===== src/rtl/irq_pkg.sv =====
package irq_pkg;

  localparam int unsigned SRC_W = 5;
  localparam logic [SRC_W-1:0] ID_RESET = 5'd31;
  localparam logic [SRC_W-1:0] ID_TRAP  = 5'd30;

  typedef enum logic [1:0] {
    LP_RUN   = 2'b00,
    LP_HALT  = 2'b01,
    LP_AHALT = 2'b10,
    LP_RSVD  = 2'b11
  } lp_mode_e;

  // Descending vector table: each slot is two bytes below the previous one.
  function automatic logic [15:0] vec_of(input logic [15:0] base,
                                         input logic [SRC_W-1:0] idx);
    return base - {10'd0, idx, 1'b0};
  endfunction

endpackage


===== src/rtl/irq_prio_pick.sv =====
module irq_prio_pick
  import irq_pkg::*;
#(
  parameter int unsigned N = 12
) (
  input  logic [N-1:0]     elig,
  output logic             found,
  output logic [SRC_W-1:0] idx
);

  // Scan from the top down so the lowest index is the last one written.
  always_comb begin
    found = 1'b0;
    idx   = '0;
    for (int i = N - 1; i >= 0; i--) begin
      if (elig[i]) begin
        found = 1'b1;
        idx   = SRC_W'(i);
      end
    end
  end

endmodule


===== src/rtl/irq_wake_qual.sv =====
module irq_wake_qual
  import irq_pkg::*;
#(
  parameter int unsigned N             = 12,
  parameter logic [N-1:0] HALT_SET     = 12'h03C,
  parameter logic [N-1:0] AHALT_EXTRA  = 12'h002,
  parameter int unsigned SLAVE_SRC     = 7
) (
  input  logic [N-1:0] req,
  input  logic [1:0]   mode,
  input  logic         slave,
  input  logic         rst_req,
  output logic         wake
);

  logic [N-1:0] halt_en;
  logic [N-1:0] ahalt_en;
  logic [N-1:0] qual;
  logic         in_halt;
  logic         in_ahalt;

  assign in_halt  = (mode == LP_HALT);
  assign in_ahalt = (mode == LP_AHALT);

  for (genvar i = 0; i < N; i++) begin : g_src
    if (i == SLAVE_SRC) begin : g_slave
      assign halt_en[i] = HALT_SET[i] | slave;
    end else begin : g_plain
      assign halt_en[i] = HALT_SET[i];
    end
    assign ahalt_en[i] = halt_en[i] | AHALT_EXTRA[i];
    assign qual[i] = req[i] & ((in_halt & halt_en[i]) | (in_ahalt & ahalt_en[i]));
  end

  assign wake = (|qual) | (rst_req & (in_halt | in_ahalt));

endmodule


===== src/rtl/irq_vector_arb.sv =====
module irq_vector_arb
  import irq_pkg::*;
#(
  parameter int unsigned  NUM_SRC     = 12,
  parameter logic [15:0]  VEC_TOP     = 16'hFFFE,
  parameter logic [NUM_SRC-1:0] UNUSED_SET  = 12'h041,
  parameter logic [NUM_SRC-1:0] HALT_SET    = 12'h03C,
  parameter logic [NUM_SRC-1:0] AHALT_EXTRA = 12'h002,
  parameter int unsigned  SLAVE_SRC   = 7
) (
  input  logic               clk,
  input  logic               rst_n,
  input  logic               rst_req,
  input  logic               trap_req,
  input  logic [NUM_SRC-1:0] irq_req,
  input  logic [NUM_SRC-1:0] irq_mask,
  input  logic               level_ok,
  input  logic               spi_slave,
  input  logic [1:0]         lp_mode,
  input  logic               ack,
  output logic               gnt_valid,
  output logic [4:0]         gnt_src,
  output logic [15:0]        gnt_vec,
  output logic               wake
);

  localparam logic [15:0] TRAP_VEC = VEC_TOP - 16'd2;
  localparam logic [15:0] PERI_VEC = VEC_TOP - 16'd4;

  // Reset: asserted asynchronously, released after two clock edges.
  logic [1:0] rst_sync_q;
  logic       rst_sync_n;

  always_ff @(posedge clk or negedge rst_n) begin
    if (!rst_n) rst_sync_q <= 2'b00;
    else        rst_sync_q <= {rst_sync_q[0], 1'b1};
  end
  assign rst_sync_n = rst_sync_q[1];

  // Eligibility per peripheral source.
  logic [NUM_SRC-1:0] elig;
  for (genvar i = 0; i < NUM_SRC; i++) begin : g_elig
    if (UNUSED_SET[i]) begin : g_hole
      assign elig[i] = 1'b0;
    end else begin : g_live
      assign elig[i] = irq_req[i] & ~irq_mask[i] & level_ok;
    end
  end

  logic             pk_found;
  logic [SRC_W-1:0] pk_idx;

  irq_prio_pick #(.N(NUM_SRC)) u_pick (
    .elig  (elig),
    .found (pk_found),
    .idx   (pk_idx)
  );

  irq_wake_qual #(
    .N           (NUM_SRC),
    .HALT_SET    (HALT_SET),
    .AHALT_EXTRA (AHALT_EXTRA),
    .SLAVE_SRC   (SLAVE_SRC)
  ) u_wake (
    .req     (irq_req),
    .mode    (lp_mode),
    .slave   (spi_slave),
    .rst_req (rst_req),
    .wake    (wake)
  );

  // Next-state of the grant registers.
  logic             vld_d, vld_q;
  logic             load_en;
  logic [SRC_W-1:0] src_d, src_q;
  logic [15:0]      vec_d, vec_q;

  always_comb begin
    load_en = 1'b0;
    src_d   = src_q;
    vec_d   = vec_q;
    if (ack) begin
      if (rst_req) begin
        load_en = 1'b1;
        src_d   = ID_RESET;
        vec_d   = VEC_TOP;
      end else if (trap_req) begin
        load_en = 1'b1;
        src_d   = ID_TRAP;
        vec_d   = TRAP_VEC;
      end else if (pk_found) begin
        load_en = 1'b1;
        src_d   = pk_idx;
        vec_d   = vec_of(PERI_VEC, pk_idx);
      end
    end
    vld_d = load_en;
  end

  always_ff @(posedge clk or negedge rst_sync_n) begin
    if (!rst_sync_n) begin
      vld_q <= 1'b0;
      src_q <= ID_RESET;
      vec_q <= VEC_TOP;
    end else begin
      vld_q <= vld_d;
      if (load_en) begin
        src_q <= src_d;
        vec_q <= vec_d;
      end
    end
  end

  assign gnt_valid = vld_q;
  assign gnt_src   = src_q;
  assign gnt_vec   = vec_q;

endmodule


===== config.mk =====
export PLATFORM = sky130hd
export DESIGN_NAME = irq_vector_arb
export DESIGN_NICKNAME = d
export VERILOG_FILES = /design/src/rtl/irq_pkg.sv /design/src/rtl/irq_prio_pick.sv /design/src/rtl/irq_wake_qual.sv /design/src/rtl/irq_vector_arb.sv
export SDC_FILE = /design/constraint.sdc
export NUM_CORES = 1
export LEC_CHECK = 0
export CORE_ASPECT_RATIO = 1.1
export CORE_MARGIN = 2
export CORE_UTILIZATION = 33
export DETAILED_ROUTE_END_ITERATION = 7
export PLACE_DENSITY = 0.77
export SLEW_MARGIN = 20
export SYNTH_ARGS = -nofsm -noshare
export SYNTH_HDL_FRONTEND = slang
export SYNTH_HIERARCHICAL = 1
export SYNTH_SLANG_ARGS = --single-unit
export TNS_END_PERCENT = 5

===== constraint.sdc =====
create_clock -name clk -period 1.15 [get_ports clk]
set_clock_uncertainty 0.15 [all_clocks]
set_input_delay 0.23 -clock clk [delete_from_list [all_inputs] [get_ports clk]]
set_output_delay 0.23 -clock clk [all_outputs]
set_load 0.005 [all_outputs]

==> metrics.yaml <==
setup_ws_ns: -0.7181
first_pass_iters: 4
drt_iter0_markers: 6
regArea_sq_um: 337.8
synth_edf_count: 0
met3_usage_pct: 1.250
syn_area_sq_um: 930.9
htreeDepth: 1
rsz0062_at_grt: "yes"
clk_pin_slew_worst_paths_ns: 0.07
async_flop_share_pct: 100.0
grt.overflow.total: 0
r2r_end: "gnt_vec[5]"
synth.distinct_cells: 31
yosysMostFrequentCell: "nand2_1"
nFillCells: 235
drc: 0
dp_cells: 198
fmaxAchievable_ghz: 0.5353
min_period_over_period_pct: 162.4
worstSkewPairLatency_ns: 0.26
violations: "setup timing"
r2r_setup_slack_ns: 0.16
drv_slew: 0
synth_cells: 107
cts_tree: "built"
crit_end: "gnt_vec[4]"
fin_crit_ns: 1.868
critPathLaunchType: "primary input"
grtUsageMet1_pct: 13.84
met2_usage_pct: 27.21
yosys.area.top_type: "dfstp_2"
die-area_sq_um: 3262
yosysSeqAreaShare_pct: 36.29
r2r_cells: 2
cts_root_buf: "clkbuf_4"
worst_hold_slack_ns: 0.02708
required_ns: 1.19
std_cell_rows: 20
crit_start: "irq_req[2]"
final-setup-viol-count: 23
yosys_warnings: 6
drt-total-wl_microns: 2779
cp_max_fo: 5
design.core.area_sq_um: 2728
grt_pass1_vias: 853
cts_buffers: 3
diodes: 0
hp-class: "reg2async"
fin_cells: 214
postPlaceCellArea_sq_um: 1446
grt_pass1_wl_microns: 3291
grt-busiest-layer: "met2"
grt.total_usage_pct: 13.38
crit_type: "in2reg"
synth_ff_type: "dfstp_2"
drv_cap: 0
grt_max_degree: 12
antenna_found_initial: 0
synth_top_area_share_pct: 28.23
pwr_density_cell_nw_per_um2: 746.1
vias: 992
syn2layout_area_growth_pct: 82.12
ant_nets: 0
cellLeakagePower_nw: 0.9226
layout-drive-gt1-share_pct: 46.41
cp_data_arrival_time_ns: 1.91
synthTopCellsByArea: "dfstp_2, buf_4, and3b_1"
status: "finished with violations"
cts.sinks: 13
endpoint_kind: "flip-flop"
ys_ff_latch: 13
stdcell_area_sq_um: 1695
post_drt_wl_per_cell_microns: 12.99
die_y_microns: 59.71
hold_violations: 0
cts_max_path_buffers: 2
r2r_start: "gnt_vec[5]"
synth_commonest_cells: "nand2_1, buf_4, nor2_1"
hpwl_microns: 1927
io_pins: 56
start_util_pct: 34.13
multi_input_area_sq_um: 626.9
avgSynthCellArea_sq_um: 8.700
nets: 218
ir_drop_mv: 0.5441
io_buffers: 41
die_w_microns: 54.64
routed_via_density: 4.636
gp_congestion: 0.8444
-- placed cells by master (no fill, tap or decap), drive strengths merged, types with 2 or more instances in the layout --
master and n:
buf 37, conb 19, dlymetal6s2s 17, nand2 13
nor2 11, dfstp 10, and3b 9, o21ai 8
clkbuf 8, clkdlybuf4s50 7, inv 6, a21oi 4
dfrtp 3, nor4 3, a31oi 3, ha 3
a41oi 2, nor2b 2, o31ai 2, nand3 2
nor3 2
-- where the power goes --
part / total [W] / switching (W) / internal (W)
logic: 0.000459 / 0.000194 / 0.000265
registers: 0.000542 / 0.0000257 / 0.000517
clock network: 0.000263 / 0.000129 / 0.000134
total: 0.00126 / 0.000349 / 0.000916
-- cells by family (layout without fill, tap and decap cells) --
logic type	count (synthesis)	count (layout)	share of synthesized area (%)
AOI/OAI and AO/OA	23	23	16.80
xor gates and xnor gates	2	2	1.882
adders and majority gates	3	3	4.033
buffers and inverters	19	77	13.31
DFF	13	13	36.29
other	3	19	1.210
and+or+nand+nor	44	44	26.48
-- worst max-delay path, stage by stage --
cell	delay (ns)
clkbuf_2	0.10
and3b_2	0.24
nor4_4	0.32
nand3_2	0.16
o31ai_4	0.43
clkinvlp_4	0.23
a31oi_1	0.20
-- metal layers --
layer	share of wire, %	vias to the layer above
met1	34	458
met4	0	0
li1	-	490
met5	0	-
met3	6.2	0
met2	60	44
-- repair_timing --
item,4_1_cts,5_1_grt
resized for setup,59,65
hold buffers,1,0
gates cloned,0,2
buffers inserted,0,9
hold endpoints to repair,2,0
pin swaps,3,20
endpoints found under the setup margin,24,24
-- flip-flops by register name, indices dropped and copies added (netlist names) --
signal,count
gnt_src,5
gnt_valid,1
gnt_vec,5
rst_sync_q,2
-- worst min-delay path by stage --
stage	startpoint	to	slack, ns
CTS	rst_sync_q[1]	gnt_valid	0.04
global placement	rst_sync_q[1]	gnt_valid	0.02
detailed placement	rst_sync_q[1]	gnt_valid	0.02
finish	rst_sync_q[1]	gnt_valid	0.03
floorplan	rst_n	rst_sync_q[0]	-0.22
global route	rst_sync_q[1]	gnt_valid	0.07
-- final cells by class --
type	count	share of cell area [%]
Sequential cell	13	19.93
Tap cell	33	2.435
Clock buffer	4	1.550
Inverter	6	1.476
Timing Repair inverter	1	0.4428
Timing Repair Buffer	66	37.20
Multi-Input combinational cell	91	36.97
-- through the flow --
step                util [%]  worst slack [ns]  TNS, ns  total power [W]
finish                 62.16           -0.7181   -9.016         0.001265
global route           62.16           -0.8178   -10.39         0.001358
CTS                    53.26           -0.8171   -11.05         0.001185
detailed placement     53.03            -1.396   -18.15        0.0009437
global placement       53.03            -1.364   -17.14        0.0009293
floorplan                  -           -0.6921   -7.122        0.0007217
(Power assumes the default switching activity.)
